===== src/rtl/sharp_ctl_pkg.sv =====
package sharp_ctl_pkg;

    typedef enum logic [2:0] {
        PH_IDLE,
        PH_ADDR,
        PH_SUB,
        PH_WR,
        PH_RD
    } phase_t;

    typedef struct packed {
        logic cfs;
        logic fhs;
        logic ams;
        logic stb;
    } ctrl_t;

    typedef struct packed {
        logic       en;
        logic [7:0] loc;
        logic [7:0] data;
    } wr_req_t;

    localparam int unsigned LOC_W    = 8;
    localparam int unsigned READ_LEN = 3;

    function automatic logic [6:0] dev_addr(input logic sel);
        return {sel, 1'b1, sel, 4'b0000};
    endfunction

    function automatic logic [7:0] inc_sat(input logic [7:0] v);
        return (v == 8'hFF) ? v : v + 8'd1;
    endfunction

    function automatic logic [7:0] status_byte(input logic flag, input logic [2:0] id,
                                               input logic dv);
        return {flag, id, 3'b000, dv};
    endfunction

endpackage


===== src/rtl/sharp_ctl_xfer.sv =====
module sharp_ctl_xfer
    import sharp_ctl_pkg::*;
(
    input  logic       clk,
    input  logic       rst,
    input  logic       addr_sel,
    input  logic       bus_start,
    input  logic       bus_stop,
    input  logic       byte_stb,
    input  logic [7:0] byte_in,
    output phase_t     phase,
    output wr_req_t    wr,
    output logic       rd_fire,
    output logic [7:0] rd_idx,
    output logic       rsp_valid,
    output logic       rsp_ack
);

    logic [7:0] wr_ptr;
    logic [7:0] rd_ptr;
    logic       take;
    logic       hit;

    // a byte strobe counts only when no bus condition arrives with it
    assign take = byte_stb && !bus_start && !bus_stop;
    assign hit  = (byte_in[7:1] == dev_addr(addr_sel));

    assign wr.en    = take && (phase == PH_WR);
    assign wr.loc   = wr_ptr;
    assign wr.data  = byte_in;
    assign rd_fire  = take && (phase == PH_RD);
    assign rd_idx   = rd_ptr;

    always_ff @(posedge clk) begin
        if (rst) begin
            phase     <= PH_IDLE;
            wr_ptr    <= '0;
            rd_ptr    <= '0;
            rsp_valid <= 1'b0;
            rsp_ack   <= 1'b0;
        end else begin
            rsp_valid <= 1'b0;
            rsp_ack   <= 1'b0;
            if (bus_stop) begin
                phase <= PH_IDLE;
            end else if (bus_start) begin
                phase <= PH_ADDR;
            end else if (byte_stb) begin
                case (phase)
                    PH_ADDR: begin
                        rsp_valid <= 1'b1;
                        if (hit) begin
                            rsp_ack <= 1'b1;
                            if (byte_in[0]) begin
                                phase  <= PH_RD;
                                rd_ptr <= '0;
                            end else begin
                                phase <= PH_SUB;
                            end
                        end else begin
                            phase <= PH_IDLE;
                        end
                    end
                    PH_SUB: begin
                        rsp_valid <= 1'b1;
                        rsp_ack   <= 1'b1;
                        wr_ptr    <= byte_in;
                        phase     <= PH_WR;
                    end
                    PH_WR: begin
                        rsp_valid <= 1'b1;
                        rsp_ack   <= 1'b1;
                        wr_ptr    <= inc_sat(wr_ptr);
                    end
                    PH_RD: begin
                        rsp_valid <= 1'b1;
                        rd_ptr    <= inc_sat(rd_ptr);
                    end
                    default: ;
                endcase
            end
        end
    end

endmodule


===== src/rtl/sharp_ctl_regs.sv =====
module sharp_ctl_regs
    import sharp_ctl_pkg::*;
#(
    parameter int unsigned SET_W   = 6,
    parameter int unsigned NUM_SET = 4
) (
    input  logic                     clk,
    input  logic                     rst,
    input  wr_req_t                  wr,
    output ctrl_t                    ctrl_q,
    output logic [NUM_SET*SET_W-1:0] sets_q
);

    localparam int unsigned CTRL_W = $bits(ctrl_t);

    logic unused_hi;
    assign unused_hi = ^wr.data[7:SET_W];

    always_ff @(posedge clk) begin
        if (rst) begin
            ctrl_q <= '0;
        end else if (wr.en && wr.loc == 8'd0) begin
            ctrl_q <= ctrl_t'(wr.data[CTRL_W-1:0]);
        end
    end

    for (genvar i = 0; i < NUM_SET; i++) begin : g_set
        always_ff @(posedge clk) begin
            if (rst) begin
                sets_q[i*SET_W +: SET_W] <= '0;
            end else if (wr.en && wr.loc == 8'(i + 1)) begin
                sets_q[i*SET_W +: SET_W] <= wr.data[SET_W-1:0];
            end
        end
    end

endmodule


===== src/rtl/sharp_ctl_status.sv =====
module sharp_ctl_status
    import sharp_ctl_pkg::*;
#(
    parameter int unsigned   ADC_W   = 6,
    parameter logic [2:0]    ID_CODE = 3'b101
) (
    input  logic             clk,
    input  logic             rst,
    input  logic             power_fail,
    input  logic             rd_fire,
    input  logic [7:0]       rd_idx,
    input  logic [ADC_W-1:0] adc_in1,
    input  logic [ADC_W-1:0] adc_in2,
    input  logic             adc_dv,
    output logic             pdd_q,
    output logic [7:0]       rsp_data
);

    logic [7:0] pick;

    always_comb begin
        case (rd_idx)
            8'd0:    pick = status_byte(pdd_q, ID_CODE, adc_dv);
            8'd1:    pick = 8'(adc_in1);
            8'd2:    pick = 8'(adc_in2);
            default: pick = 8'hFF;
        endcase
    end

    always_ff @(posedge clk) begin
        if (rst) begin
            pdd_q    <= 1'b1;
            rsp_data <= '0;
        end else begin
            if (rd_fire) begin
                rsp_data <= pick;
            end
            if (power_fail) begin
                pdd_q <= 1'b1;
            end else if (rd_fire && rd_idx == 8'd0) begin
                pdd_q <= 1'b0;
            end
        end
    end

endmodule


===== src/rtl/sharp_ctl_select.sv =====
module sharp_ctl_select
    import sharp_ctl_pkg::*;
#(
    parameter int unsigned SET_W   = 6,
    parameter int unsigned NUM_SET = 4
) (
    input  logic                     clk,
    input  logic                     rst,
    input  ctrl_t                    reg_ctrl,
    input  logic [NUM_SET*SET_W-1:0] reg_sets,
    input  logic                     pin_ams,
    input  logic                     pin_fhs,
    input  logic                     pin_cfs,
    input  logic [NUM_SET*SET_W-1:0] pin_sets,
    output ctrl_t                    act_ctrl,
    output logic [NUM_SET*SET_W-1:0] act_sets
);

    logic use_reg;
    assign use_reg = reg_ctrl.stb;

    always_ff @(posedge clk) begin
        if (rst) begin
            act_ctrl <= '0;
        end else begin
            act_ctrl.stb <= reg_ctrl.stb;
            act_ctrl.ams <= use_reg ? reg_ctrl.ams : pin_ams;
            act_ctrl.fhs <= use_reg ? reg_ctrl.fhs : pin_fhs;
            act_ctrl.cfs <= use_reg ? reg_ctrl.cfs : pin_cfs;
        end
    end

    for (genvar i = 0; i < NUM_SET; i++) begin : g_sel
        always_ff @(posedge clk) begin
            if (rst) begin
                act_sets[i*SET_W +: SET_W] <= '0;
            end else begin
                act_sets[i*SET_W +: SET_W] <= use_reg ? reg_sets[i*SET_W +: SET_W]
                                                      : pin_sets[i*SET_W +: SET_W];
            end
        end
    end

endmodule


===== src/rtl/sharp_ctl_bank.sv =====
module sharp_ctl_bank
    import sharp_ctl_pkg::*;
#(
    parameter int unsigned SET_W   = 6,
    parameter logic [2:0]  ID_CODE = 3'b101
) (
    input  logic             clk,
    input  logic             rst,
    input  logic             addr_sel,
    input  logic             bus_start,
    input  logic             bus_stop,
    input  logic             byte_stb,
    input  logic [7:0]       byte_in,
    output logic             rsp_valid,
    output logic             rsp_ack,
    output logic [7:0]       rsp_data,
    input  logic             power_fail,
    input  logic [SET_W-1:0] adc_in1,
    input  logic [SET_W-1:0] adc_in2,
    input  logic             adc_dv,
    input  logic             pin_ams,
    input  logic             pin_fhs,
    input  logic             pin_cfs,
    input  logic [SET_W-1:0] pin_peak,
    input  logic [SET_W-1:0] pin_steep,
    input  logic [SET_W-1:0] pin_core,
    input  logic [SET_W-1:0] pin_width,
    output logic             act_stb,
    output logic             act_ams,
    output logic             act_fhs,
    output logic             act_cfs,
    output logic [SET_W-1:0] act_peak,
    output logic [SET_W-1:0] act_steep,
    output logic [SET_W-1:0] act_core,
    output logic [SET_W-1:0] act_width
);

    localparam int unsigned NUM_SET = 4;
    localparam int unsigned FLAT_W  = NUM_SET * SET_W;

    phase_t            phase;
    wr_req_t           wr;
    logic              rd_fire;
    logic [7:0]        rd_idx;
    logic              pdd_q;
    ctrl_t             reg_ctrl;
    ctrl_t             act_ctrl;
    logic [FLAT_W-1:0] reg_sets;
    logic [FLAT_W-1:0] pin_sets;
    logic [FLAT_W-1:0] act_sets;

    assign pin_sets = {pin_width, pin_core, pin_steep, pin_peak};

    sharp_ctl_xfer u_xfer (
        .clk       (clk),
        .rst       (rst),
        .addr_sel  (addr_sel),
        .bus_start (bus_start),
        .bus_stop  (bus_stop),
        .byte_stb  (byte_stb),
        .byte_in   (byte_in),
        .phase     (phase),
        .wr        (wr),
        .rd_fire   (rd_fire),
        .rd_idx    (rd_idx),
        .rsp_valid (rsp_valid),
        .rsp_ack   (rsp_ack)
    );

    sharp_ctl_regs #(.SET_W(SET_W), .NUM_SET(NUM_SET)) u_regs (
        .clk    (clk),
        .rst    (rst),
        .wr     (wr),
        .ctrl_q (reg_ctrl),
        .sets_q (reg_sets)
    );

    sharp_ctl_status #(.ADC_W(SET_W), .ID_CODE(ID_CODE)) u_status (
        .clk        (clk),
        .rst        (rst),
        .power_fail (power_fail),
        .rd_fire    (rd_fire),
        .rd_idx     (rd_idx),
        .adc_in1    (adc_in1),
        .adc_in2    (adc_in2),
        .adc_dv     (adc_dv),
        .pdd_q      (pdd_q),
        .rsp_data   (rsp_data)
    );

    sharp_ctl_select #(.SET_W(SET_W), .NUM_SET(NUM_SET)) u_select (
        .clk      (clk),
        .rst      (rst),
        .reg_ctrl (reg_ctrl),
        .reg_sets (reg_sets),
        .pin_ams  (pin_ams),
        .pin_fhs  (pin_fhs),
        .pin_cfs  (pin_cfs),
        .pin_sets (pin_sets),
        .act_ctrl (act_ctrl),
        .act_sets (act_sets)
    );

    assign act_stb   = act_ctrl.stb;
    assign act_ams   = act_ctrl.ams;
    assign act_fhs   = act_ctrl.fhs;
    assign act_cfs   = act_ctrl.cfs;
    assign act_peak  = act_sets[0*SET_W +: SET_W];
    assign act_steep = act_sets[1*SET_W +: SET_W];
    assign act_core  = act_sets[2*SET_W +: SET_W];
    assign act_width = act_sets[3*SET_W +: SET_W];

endmodule


===== config.mk =====
export PLATFORM = sky130hd
export DESIGN_NAME = sharp_ctl_bank
export DESIGN_NICKNAME = d
export VERILOG_FILES = /design/src/rtl/sharp_ctl_pkg.sv /design/src/rtl/sharp_ctl_xfer.sv /design/src/rtl/sharp_ctl_regs.sv /design/src/rtl/sharp_ctl_status.sv /design/src/rtl/sharp_ctl_select.sv /design/src/rtl/sharp_ctl_bank.sv
export SDC_FILE = /design/constraint.sdc
export NUM_CORES = 1
export LEC_CHECK = 0
export ABC_AREA = 1
export CAP_MARGIN = 40
export CORE_MARGIN = 4
export CORE_UTILIZATION = 50
export CTS_CLUSTER_SIZE = 10
export DETAILED_ROUTE_END_ITERATION = 7
export DONT_BUFFER_PORTS = 1
export PLACE_DENSITY = 0.74
export SLEW_MARGIN = 20
export SYNTH_ARGS = -nofsm -noshare
export SYNTH_HDL_FRONTEND = slang
export SYNTH_SLANG_ARGS = --single-unit

===== constraint.sdc =====
create_clock -name clk -period 1.9 [get_ports clk]
set_clock_uncertainty 0.2 [all_clocks]
set_input_delay 0.19 -clock clk [delete_from_list [all_inputs] [get_ports clk]]
set_output_delay 0.19 -clock clk [all_outputs]
set_load 0.01 [all_outputs]

Yosys cells after proc, flatten, opt, wreduce, memory -nomap -nowiden
Index checks and enable logic that the tools add are counted.
Widths: inputs -> output; s select.
{"block": "word_totals", "romBits": 0, "n_memories": 0, "elab_cells": 97, "register_bits": 86, "input_bits": 55, "ram_bits": 0, "out_inout_bits": 38, "latchBits": 0}
{"block": "classes", "n_addsub": 2, "bitwise": 3, "shifts": 0, "magnitude_cmp": 0, "div_mod_pow": 0, "reduce_logical": 29, "eq_ne": 17, "multipliers": 0, "n_mux": 22}
{"op": "$mux 8", "count": 4}
{"op": "$pmux 8 s2", "count": 2}
{"op": "$eq 8x2->1 const B", "count": 3}
{"op": "$mux 6", "count": 4}
{"op": "$pmux 8 s3", "count": 1}
{"op": "$add 8x1->8 const B", "count": 2}
{"op": "$eq 8x1->1 const B", "count": 2}
{"op": "$eq 8x8->1 const B", "count": 2}
{"op": "$logic_not 8->1", "count": 2}
{"op": "$logic_and 1x1->1", "count": 10}
{"op": "$eq 8x3->1 const B", "count": 1}
{"op": "$reduce_bool 2->1", "count": 4}
{"op": "$reduce_or 4->1", "count": 2}
{"op": "$eq 7x7->1", "count": 1}
{"op": "$mux 1", "count": 7}
{"op": "$reduce_and 7->1", "count": 1}
{"op": "$eq 3x2->1 const B", "count": 2}
{"op": "$mux 3", "count": 2}
{"op": "$ne 2x2->1 const B", "count": 3}
{"op": "$pmux 3 s2", "count": 1}
{"op": "$reduce_or 2->1", "count": 3}
{"op": "$reduce_and 5->1", "count": 1}
{"op": "$reduce_and 2->1", "count": 2}
{"op": "$eq 3x1->1 const B", "count": 1}
{"op": "7 further kinds", "count": 10}

Longest topological paths before layout
Gate-level depths: netlist of run 1.
{"block": "depth", "depth_word": 5, "depth_mapped": 10}

Cells and area by module
From an unflattened synthesis of run 1, not the netlist that was laid out.
{"block": "hier_totals", "cells_unflattened": 677, "hier_area_um2": 4498.1}
{"module": "sharp_ctl_xfer", "cells_per_inst": 226, "seq_area_each_um2": 420.4, "area_each_um2": 1443.9, "instances": 1}
{"module": "sharp_ctl_regs", "cells_per_inst": 184, "seq_area_each_um2": 560.5, "area_each_um2": 1272.5, "instances": 1}
{"module": "sharp_ctl_select", "cells_per_inst": 174, "seq_area_each_um2": 560.5, "area_each_um2": 1227.4, "instances": 1}
{"module": "sharp_ctl_status", "cells_per_inst": 93, "seq_area_each_um2": 180.2, "area_each_um2": 554.3, "instances": 1}

Least setup slack after synthesis of run 1
No wires, ideal clock.
{"block": "synth_path", "path_type": "register to register", "from": "register u_xfer.rd_ptr[0] (netlist: u_xfer.rd_idx[0])", "to": "register u_xfer.rd_ptr[5] (netlist: u_xfer.rd_idx[5])", "synth_period_minus_slack_ns": 1.656, "t_arrival_ns": 1.341, "path_stages_with_launch": 9, "path_slack_ns": 0.244, "setup_time_ns": 0.115, "t_required_ns": 1.585, "cell_sequence": "dfxtp_1 ha_1 inv_1 nor3_2 nand3_2 nand3_2 nor2_1 nor2_1 nor2_1"}
{"block": "synth_via", "elab_chain_cells": 3, "word_cells_on_any_way": 6, "cone_classes": "add/sub (1); eq/ne (2); mux (2); reduce/logical (1)"}
{"element": "start, declared", "line": "sharp_ctl_xfer.sv:20", "text": "logic [7:0] rd_ptr;"}
{"element": "start signal, assigned", "line": "sharp_ctl_xfer.sv:77", "text": "rd_ptr <= inc_sat(rd_ptr);"}
{"element": "$add 8x1->8 or $eq 8x8->1 (tied branches)", "line": "sharp_ctl_pkg.sv:32", "text": "return (v == 8'hFF) ? v : v + 8'd1;"}
{"element": "$mux 8 or $ne 2x2->1 (tied branches)"}
{"element": "$pmux 8 s2 or $reduce_and 7->1 (tied branches)"}
Several ways; a longest one is shown, not always the timed one. The select of a mux whose other input is x is not followed.
A chain may end at the register's enable or synchronous reset.

Worst setup path after layout of run 1
{"block": "layout_path", "from": "input port byte_in[2]", "to": "register u_xfer.rd_ptr[6] (netlist: u_xfer.rd_idx[6])"}
{"block": "layout_via", "elab_chain_cells": 3}
{"element": "start, declared", "line": "sharp_ctl_bank.sv:13", "text": "input logic [7:0] byte_in,"}
{"element": "$eq 7x7->1", "line": "sharp_ctl_xfer.sv:26", "text": "assign hit = (byte_in[7:1] == dev_addr(addr_sel));"}
{"element": "$ne 2x1->1 (no line)"}
{"element": "$reduce_and 7->1 (no line)"}
Every way passes these cells.

==> impl_metrics.tcl, run 1 <==
set metrics [dict create \
    status "finished clean" \
    hold_depth 4 \
    register_area_mm2 0.00173 \
    synth_top_family_by_area "simple AND/OR/NAND/NOR gates" \
    placed_area_mm2 0.00406 \
    drv_slew 0 \
    min-delay-start "byte_in[4]" \
    die_area_mm2 0.00936 \
    synth_fa_ha_area_share_pct 2.54 \
    grt_pass1_vias 3601 \
    cts-root-buf "clkbuf_8" \
    grt_start_max_net_pins 48 \
    yosysSeqAreaShare_pct 43.7 \
    clock_path_buffers 2 \
    path_class "in -> reg" \
    hold_class "in -> reg" \
    antenna_found_initial 0 \
    worst_slack_ns 0.104 \
    layout.nets 667 \
    instances_no_fill 712 \
    cap_violations 0 \
    drc_errors 0 \
    synth_flop_cell "dfxtp_1" \
    synth_cells 542 \
    leakage_nw 1.95 \
    setup-violations-final 0 \
    crit_fanout 9 \
    drt_wl_total_mm 10.4 \
    synth.net_count 605 \
    most-common-layout-cells "nand2_1 (86), dfxtp_1 (83), nor2_1 (67)" \
    max_freq_mhz 557 \
    clock_sinks 86 \
    multi_input_area_mm2 0.00185 \
    synthDistinctLibCells 31 \
    start_util_pct 51.2 \
    antenna_left 0 \
    critical-path-max-stage-delay_ns 0.64 \
    pre_cts_ws_ns 0.108 \
    synth_mux_area_share_pct 0 \
    p_per_area_mw_per_mm2 680 \
    clkLatencyLatePin_ns 0.36 \
    drt-pass1-iter-count 5 \
    overflow 0 \
    area_growth_pct 23.9 \
    crit_path_start_kind "primary input" \
    clk_pin_slew_ns 0.10 \
    htree_levels 3 \
    final_common_cell "nand2_1" \
    required_ns 1.96 \
    io_pins 93 \
    reg2reg_from "u_xfer.phase[0]$_SDFFE_PP0P_" \
    io_buffers 0 \
    rr_worst_depth 6 \
    vias 3799 \
    synth_area_mm2 0.00394 \
    cp_data_arrival_time_ns 1.85 \
    die_h_um 96.7 \
    hold_violations 0 \
    synthArstFlopShare_pct 0 \
    num_rows 32 \
    finalSetupTns_ns 0 \
    synth-edff-count 0 \
    grt_pass1_wl_mm 17.3 \
    path_cells "dlygate4sd3_1 -> inv_1 -> nand2_1 -> nor2_1 -> nand2_1 -> nand2_1 -> nand3_4 -> a21oi_1 -> nor2_1" \
    cts_buffers 9 \
    synthSimpleGateAreaFrac_pct 25.3 \
    crit_path_end_kind "register" \
    fin_crit_sh_pct 94.5 \
    via_per_inst 5.34 \
    r2r_end "u_regs.sets_q[19]$_SDFFE_PP0P_" \
    timing.slew.headroom_pct 72.3 \
    final_cell_area_mm2 0.00488 \
    core_mm2 0.00769 \
    crit_slowest_cell "dlygate4sd3_1" \
    hold_path_end "u_xfer.wr_ptr[4]$_SDFFE_PP0P_" \
    synth_warnings 0 \
    grt_usage_pct 22.3 \
    dp_hpwl_mm 6.50 \
    final_layout_size_suffix_gt1_share_pct 10.2 \
    whs_ns 0.00592 \
    drtIter0Drc 284 \
    syn_avg_cell_area_um2 7.26 \
    place_inst 635 \
    post_drt_wl_per_cell_um 14.7 \
    worstMarginPinSlew_ns 0.414 \
    die_x_um 96.7 \
    synth_seq_cells 86 \
    nFillCells 669 \
    place_congestion 0.902 \
    grt_setup_unrepaired "no" \
    synth-compound-area-share_pct 18.7 \
    fin_crit_ns 1.80 \
    r2r_slack_ns 0.16 \
    cts_tree "built" \
    synth_xor_area_share_pct 0.222 \
    path_common_cell "nand2_1" \
    ir_worst_vdd_mv 0.417 \
]
## critical path, delay by kind of cell
kind	cells	cell delay, ns
buffers and inverters	2	0.80
AND/OR/NAND/NOR	6	0.69
AO/OA/AOI/OAI	1	0.16
## cells by family after synthesis
kind of cell | count (synthesis)
flip-flops | 86
buffers and inverters | 89
adder cells (fa/ha/maj) | 8
AO/OA/AOI/OAI | 140
AND/OR/NAND/NOR | 218
XOR/XNOR | 1
## state kept, by name, indices dropped and copies added (netlist names)
| name | cells |
|---|---|
| u_xfer.rsp_ack | 1 |
| u_select.act_ctrl | 4 |
| u_xfer.phase | 3 |
| u_status.pdd_q | 1 |
| u_select.act_sets | 24 |
| u_regs.ctrl_q | 4 |
| u_xfer.rsp_valid | 1 |
| u_xfer.wr_ptr | 8 |
| u_regs.sets_q | 24 |
| u_status.rsp_data | 8 |
| u_xfer.rd_idx | 8 |
## per-layer routing
layer / routed length (µm) / track usage [%] / vias to the layer above
li1: - / - / 1896
met1: 4520 / 28.3 / 1710
met2: 4900 / 34.9 / 158
met3: 633 / 5.34 / 35
met4: 395 / 12.0 / 0
met5: 0 / 0 / -
## area by class of cell
type                            instances  share of cell area [%]
Tap cell                              102                    2.62
Clock inverter                          7                    1.26
Sequential cell                        86                    35.4
Inverter                               65                    5.00
Timing Repair Buffer                   75                    15.2
Antenna cell                            1                  0.0513
Clock buffer                            9                    2.54
Multi-Input combinational cell        367                    38.0
## cell usage after synthesis (2+ instances only)
library cell	instances	area, µm²
a21oi_1	62	310
a21oi_2	5	43.8
a31oi_1	2	12.5
buf_2	4	20.0
buf_6	5	56.3
clkbuf_1	14	52.6
dfxtp_1	86	1720
ha_1	8	100
inv_1	61	229
inv_2	3	11.3
nand2_1	86	323
nand2_2	2	12.5
nand3_1	38	190
nand3_2	4	40.0
nand3_4	2	35.0
nand4_1	6	37.5
nor2_1	68	255
nor2_2	3	18.8
nor3_1	2	10.0
nor3_2	3	30.0
o21a_1	4	30.0
o21ai_0	52	260
o21ai_1	14	70.1
## per-stage QoR
step,util [%],total power (W)
after detailed placement,52.8,0.00201
final,63.5,0.00332
after global placement,52.8,0.00200
after global routing,63.4,0.00344
after CTS,62.7,0.00333
after floorplan,-,0.00199
## timing repair
action,4_1_cts,5_1_grt
endpoints found under the hold margin,82,0
endpoints found under the setup margin,0,16
buffers inserted,0,1
gates resized for setup,0,7
hold buffers,58,0
## where the power goes
part | total, W | switching (W) | leakage, nW | internal (W)
Combinational | 0.000221 | 0.000105 | 1.16 | 0.000116
Clock | 0.00123 | 0.000729 | 0.0892 | 0.000503
Sequential | 0.00187 | 0.0000310 | 0.702 | 0.00183
## worst max path at each step
stage	from	end	slack, ns	cells past startpoint
final	byte_in[2]	u_xfer.rd_idx[6]$_SDFFE_PP0P_	0.10	9
after global routing	u_xfer.rd_idx[0]$_SDFFE_PP0P_	u_xfer.rd_idx[7]$_SDFFE_PP0P_	0.01	7
after CTS	u_xfer.rd_idx[0]$_SDFFE_PP0P_	u_xfer.rd_idx[7]$_SDFFE_PP0P_	0.07	7
after detailed placement	u_xfer.rd_idx[0]$_SDFFE_PP0P_	u_xfer.rd_idx[5]$_SDFFE_PP0P_	0.11	8
after global placement	u_xfer.rd_idx[0]$_SDFFE_PP0P_	u_xfer.rd_idx[5]$_SDFFE_PP0P_	0.18	8
after floorplan	u_xfer.rd_idx[0]$_SDFFE_PP0P_	u_xfer.rd_idx[5]$_SDFFE_PP0P_	0.24	8
(Power assumes the default switching activity.)
==> run 2, diff against run 1 <==
==> constraint.sdc (replaced) <==
create_clock -name clk -period 1.9 [get_ports clk]
set_clock_uncertainty 0.2 [all_clocks]
set_input_delay 0.095 -clock clk [delete_from_list [all_inputs] [get_ports clk]]
set_output_delay 0.095 -clock clk [all_outputs]
set_load 0.01 [all_outputs]
==> run 2 against run 1 <==
  * Sequential share of layout area shrank 0.21 points
  * Critical path depth is the same
  * Worst setup slack gained 0.043 ns
  * Die area is the same
  * Count of clock-buffer cells in the layout is the same
  * First-iteration DRC count shrank 6.7%
  * Highest routed layer is now met5
==> impl_metrics.tcl, run 2 (synthesis gave the netlist of run 1 again) <==
set metrics [dict create \
    status "finished clean" \
    cap_violations 0 \
    clock_sinks 86 \
    grt_usage_pct 22.4 \
    cts-root-buf "clkbuf_8" \
    cp_data_arrival_time_ns 1.80 \
    path_class "in -> reg" \
    path_cells "dlygate4sd3_1 -> inv_1 -> nand2_1 -> nor2_1 -> nand2_1 -> nand2_1 -> nand3_2 -> a21oi_1 -> nor2_1" \
    grt_pass1_wl_mm 17.4 \
    area_growth_pct 24.7 \
    final_cell_area_mm2 0.00491 \
    crit_path_end_kind "register" \
    worstMarginPinSlew_ns 0.423 \
    crit_path_start_kind "primary input" \
    max_freq_mhz 571 \
    post_drt_wl_per_cell_um 14.5 \
    place_inst 635 \
    grt_setup_unrepaired "no" \
    num_rows 32 \
    required_ns 1.95 \
    rr_worst_depth 6 \
    top_regs "u_regs.sets_q (24), u_select.act_sets (24)" \
    leakage_nw 1.98 \
    fin_crit_ns 1.75 \
    via_per_inst 5.34 \
    whs_ns 0.0166 \
    dp_hpwl_mm 6.50 \
    clock_path_buffers 2 \
    io_buffers 0 \
    drv_slew 0 \
    crit_fanout 9 \
    cts_tree "built" \
    timing.slew.headroom_pct 71.8 \
    most-common-layout-cells "nand2_1 (86), dfxtp_1 (83), nor2_1 (67)" \
    place_congestion 0.902 \
    grt_pass1_vias 3579 \
    drtIter0Drc 265 \
    drc_errors 0 \
    hold_class "in -> reg" \
    critical-path-max-stage-delay_ns 0.64 \
    core_mm2 0.00769 \
    vias 3811 \
    start_util_pct 51.2 \
    grt_start_max_net_pins 48 \
    hold_violations 0 \
    nFillCells 663 \
    drt_wl_total_mm 10.4 \
    path_common_cell "nand2_1" \
    antenna_found_initial 1 \
    placed_area_mm2 0.00406 \
    final_layout_size_suffix_gt1_share_pct 10.3 \
    die_area_mm2 0.00936 \
    die_x_um 96.7 \
    clkLatencyLatePin_ns 0.36 \
    htree_levels 3 \
    die_h_um 96.7 \
    ir_worst_vdd_mv 0.415 \
    overflow 0 \
    fin_crit_sh_pct 92.2 \
    setup-violations-final 0 \
    cts_buffers 9 \
    crit_slowest_cell "dlygate4sd3_1" \
    finalSetupTns_ns 0 \
    drt-pass1-iter-count 5 \
    layout.nets 669 \
    clk_pin_slew_ns 0.09 \
    register_area_mm2 0.00173 \
    p_per_area_mw_per_mm2 678 \
    multi_input_area_mm2 0.00185 \
    hold_depth 7 \
    antenna_left 0 \
    io_pins 93 \
    final_common_cell "nand2_1" \
    instances_no_fill 714 \
]
[run 2: cell count changes in the layout (fill, tap and decap cells not counted)]
cell           before  now
dlygate4sd3_1      58   59
buf_12              2    3
nor3_4              0    1
nand3_4             3    2
nand3_2             3    4
nor3_2              3    2
[run 2: cell type report]
class | instances | share of cell area, %
Tap cell | 102 | 2.60
Sequential cell | 86 | 35.2
Inverter | 65 | 4.97
Clock inverter | 7 | 1.25
Multi-Input combinational cell | 367 | 37.8
Antenna cell | 1 | 0.0510
Clock buffer | 9 | 2.52
Timing Repair Buffer | 77 | 15.7
[run 2: metrics by stage]
step | setup slack, ns | util [%] | power (W)
6_report | 0.147 | 63.9 | 0.00333
5_1_grt | 0.0297 | 63.8 | 0.00346
3_5_place_dp | 0.108 | 52.8 | 0.00201
3_3_place_gp | 0.181 | 52.8 | 0.00200
4_1_cts | 0.0665 | 63.1 | 0.00334
2_1_floorplan | 0.244 | - | 0.00199
[run 2: path summary, 6_finish.rpt]
path | startpoint | end | slack (ns)
worst min register to register | u_regs.sets_q[7]$_SDFFE_PP0P_ | u_select.act_sets[7]$_SDFF_PP0_ | 0.26
worst max-delay path | byte_in[2] | u_xfer.rd_idx[6]$_SDFFE_PP0P_ | 0.15
worst max register to register | u_xfer.phase[0]$_SDFFE_PP0P_ | u_regs.sets_q[19]$_SDFFE_PP0P_ | 0.16
worst min-delay path | bus_stop | u_xfer.rd_idx[6]$_SDFFE_PP0P_ | 0.02
[run 2: where the power goes]
| group | internal (W) | total (W) | switching (W) |
|---|---|---|---|
| Combinational | 0.000121 | 0.000231 | 0.000111 |
| Sequential | 0.00183 | 0.00187 | 0.0000310 |
| Clock | 0.000503 | 0.00123 | 0.000726 |
[run 2: per-layer routing]
metal / wire (µm) / track usage, % / part of all wire [%] / vias to the layer above
met3: 605 / 6.78 / 5.8 / 28
met1: 4530 / 28.2 / 44 / 1741
li1: - / - / - / 1894
met4: 260 / 9.07 / 2.5 / 2
met5: 13 / 0 / 0.13 / -
met2: 4950 / 35.7 / 48 / 146
[run 2: critical path: cells and delay by family]
kind | cells | cell delay [ns]
buffers and inverters | 2 | 0.81
AOI/OAI and AO/OA | 1 | 0.19
and+or+nand+nor | 6 | 0.71
[run 2: repair_timing]
item / in CTS / in global routing
hold endpoints to repair: 86 / 0
setup endpoints to repair: 0 / 15
buffers inserted: 0 / 1
gates resized for setup: 0 / 7
hold buffers: 60 / 0
==> run 3, diff against run 2 <==
--- a/config.mk
+++ b/config.mk
@@ -9,9 +9,9 @@
 export CAP_MARGIN = 40
 export CORE_MARGIN = 4
 export CORE_UTILIZATION = 50
-export CTS_CLUSTER_SIZE = 10
 export DETAILED_ROUTE_END_ITERATION = 7
 export DONT_BUFFER_PORTS = 1
+export GPL_TIMING_DRIVEN = 0
 export PLACE_DENSITY = 0.74
 export SLEW_MARGIN = 20
 export SYNTH_ARGS = -nofsm -noshare
==> run 3 against run 2 <==
  * Combinational power down 3%
  * Design area up 0.23%
  * Register-to-register slack worse by 0.08 ns
==> impl_metrics.tcl, run 3 (synthesis gave the netlist of run 1 again) <==
set metrics [dict create \
    drc_errors 0 \
    die_area_mm2 0.00936 \
    worstMarginPinSlew_ns 0.496 \
    status "finished clean" \
    fin_crit_ns 1.82 \
    met2_usage_pct 36.8 \
    num_rows 32 \
    layout.nets 680 \
    crit_slowest_cell "dfxtp_1" \
    crit_fanout 10 \
    max_freq_mhz 548 \
    fin_crit_sh_pct 96.0 \
    multi_input_area_mm2 0.00188 \
    antenna_left 0 \
    p_per_area_mw_per_mm2 677 \
    setup-violations-final 0 \
    crit_path_start_kind "register" \
    drtIter0Drc 263 \
    io_pins 93 \
    vias 3818 \
    ir_worst_vdd_mv 0.306 \
    antennaDiodeCount 0 \
    dp_hpwl_mm 7.02 \
    antenna_found_initial 0 \
    hold_violations 0 \
    required_ns 1.96 \
    die_h_um 96.7 \
    area_growth_pct 24.9 \
    most-common-layout-cells "nand2_1 (86), dfxtp_1 (82), nor2_1 (67)" \
    cap_violations 0 \
    cts-root-buf "clkbuf_8" \
    start_util_pct 51.2 \
    cp_num_buf_inv 2 \
    grt_pass1_vias 3617 \
    via_per_inst 5.27 \
    leakage_nw 1.97 \
    clk_pin_slew_ns 0.09 \
    grt_start_max_net_pins 17 \
    clkLatencyLatePin_ns 0.35 \
    crit_path_end_kind "register" \
    p_total_w 0.00333 \
    place_congestion 0.911 \
    register_area_mm2 0.00173 \
    clock_path_buffers 2 \
    path_class "reg -> reg" \
    final_common_cell "nand2_1" \
    busiest_layer "met2" \
    hold_class "in -> reg" \
    drt_wl_total_mm 10.6 \
    use_met1_pct 28.8 \
    whs_ns 0.0243 \
    drt-pass1-iter-count 5 \
    drv_slew 0 \
    clock_sinks 86 \
    grt_usage_pct 22.6 \
    critical-path-max-stage-delay_ns 0.36 \
    timing.slew.headroom_pct 66.9 \
    cts_tree "built" \
    htree_levels 3 \
    critical-path-top-delay-family "simple AND/OR/NAND/NOR gates" \
    overflow 0 \
    final_layout_size_suffix_gt1_share_pct 10.6 \
    io_buffers 0 \
    path_cells "inv_1 -> nand2_1 -> nor3_2 -> clkbuf_4 -> nand3_1 -> nand3_1 -> nand2_1 -> nor2_1 -> nor2_1" \
    die_x_um 96.7 \
    cp_data_arrival_time_ns 1.88 \
    top_regs "u_regs.sets_q (24), u_select.act_sets (24)" \
    nFillCells 679 \
    grt_pass1_wl_mm 17.6 \
    core_mm2 0.00769 \
    cts_buffers 9 \
    grtUsageMet3_pct 4.97 \
    post_drt_wl_per_cell_um 14.7 \
]
[run 3: cell count changes in the layout (fill, tap and decap cells not counted), moves of 3 or more]
| cell | delta |
|---|---|
| buf_4 | -4 |
| buf_2 | +3 |
| dlygate4sd3_1 | -5 |
| buf_6 | +5 |
| clkbuf_1 | +14 |
| buf_12 | -3 |
[run 3: timing repair]
item	4_1_cts	5_1_grt
endpoints found under the setup margin	7	29
endpoints found under the hold margin	70	0
pin swaps	1	3
cloned	0	0
hold buffers	54	0
setup buffers	2	8
resized for setup	1	12
[run 3: final timing paths]
check / slack (ns) / start / endpoint / cells past startpoint
setup / recovery: 0.08 / u_xfer.rd_idx[4]$_SDFFE_PP0P_ / u_status.rsp_data[2]$_SDFFE_PP0N_ / 9
hold / removal: 0.02 / byte_in[0] / u_xfer.phase[2]$_SDFFE_PP0P_ / 3
setup reg to reg: 0.08 / u_xfer.rd_idx[4]$_SDFFE_PP0P_ / u_status.rsp_data[2]$_SDFFE_PP0N_ / 9
hold reg to reg: 0.26 / u_regs.sets_q[11]$_SDFFE_PP0P_ / u_regs.sets_q[11]$_SDFFE_PP0P_ / 2
[run 3: layout make-up]
cell class,count,area share (%)
buffer,24,2.75
clock buffer,10,2.80
clock inverter,6,1.09
inverter,65,4.96
multi-input combinational,367,38.2
sequential,86,35.1
tap,102,2.59
timing repair buffer,64,12.5
[run 3: per-layer routing]
metal,wire length [µm],up-vias
met1,4560,1712
met5,0,-
li1,-,1920
met2,5040,154
met3,677,32
met4,326,0
[run 3: power breakdown]
part	switching, W	internal [W]
sequential	0.0000306	0.00183
combinational	0.000115	0.000109
clock	0.000710	0.000534
total	0.000855	0.00248
[run 3: worst register-to-register path, cell delays in order (launching register included)]
cell	delay, ns
dfxtp_1	0.36
inv_1	0.10
nand2_1	0.07
nor3_2	0.18
clkbuf_4	0.24
nand3_1	0.12
nand3_1	0.09
nand2_1	0.13
nor2_1	0.18
nor2_1	0.06
[run 3: per-stage QoR]
stage / utilization, % / instance area [µm²] / std cells / setup slack (ns) / TNS, ns
finish: 64.0 / 4920 / 724 / 0.0757 / 0
global route: 64.0 / 4920 / 724 / -0.0525 / -0.116
CTS: 62.7 / 4820 / 716 / 0.0618 / 0
detailed placement: 52.9 / 4070 / 644 / -0.0145 / -0.0145
global placement: 52.9 / 4070 / 644 / 0.0168 / 0
floorplan: - / 3940 / 542 / 0.244 / 0
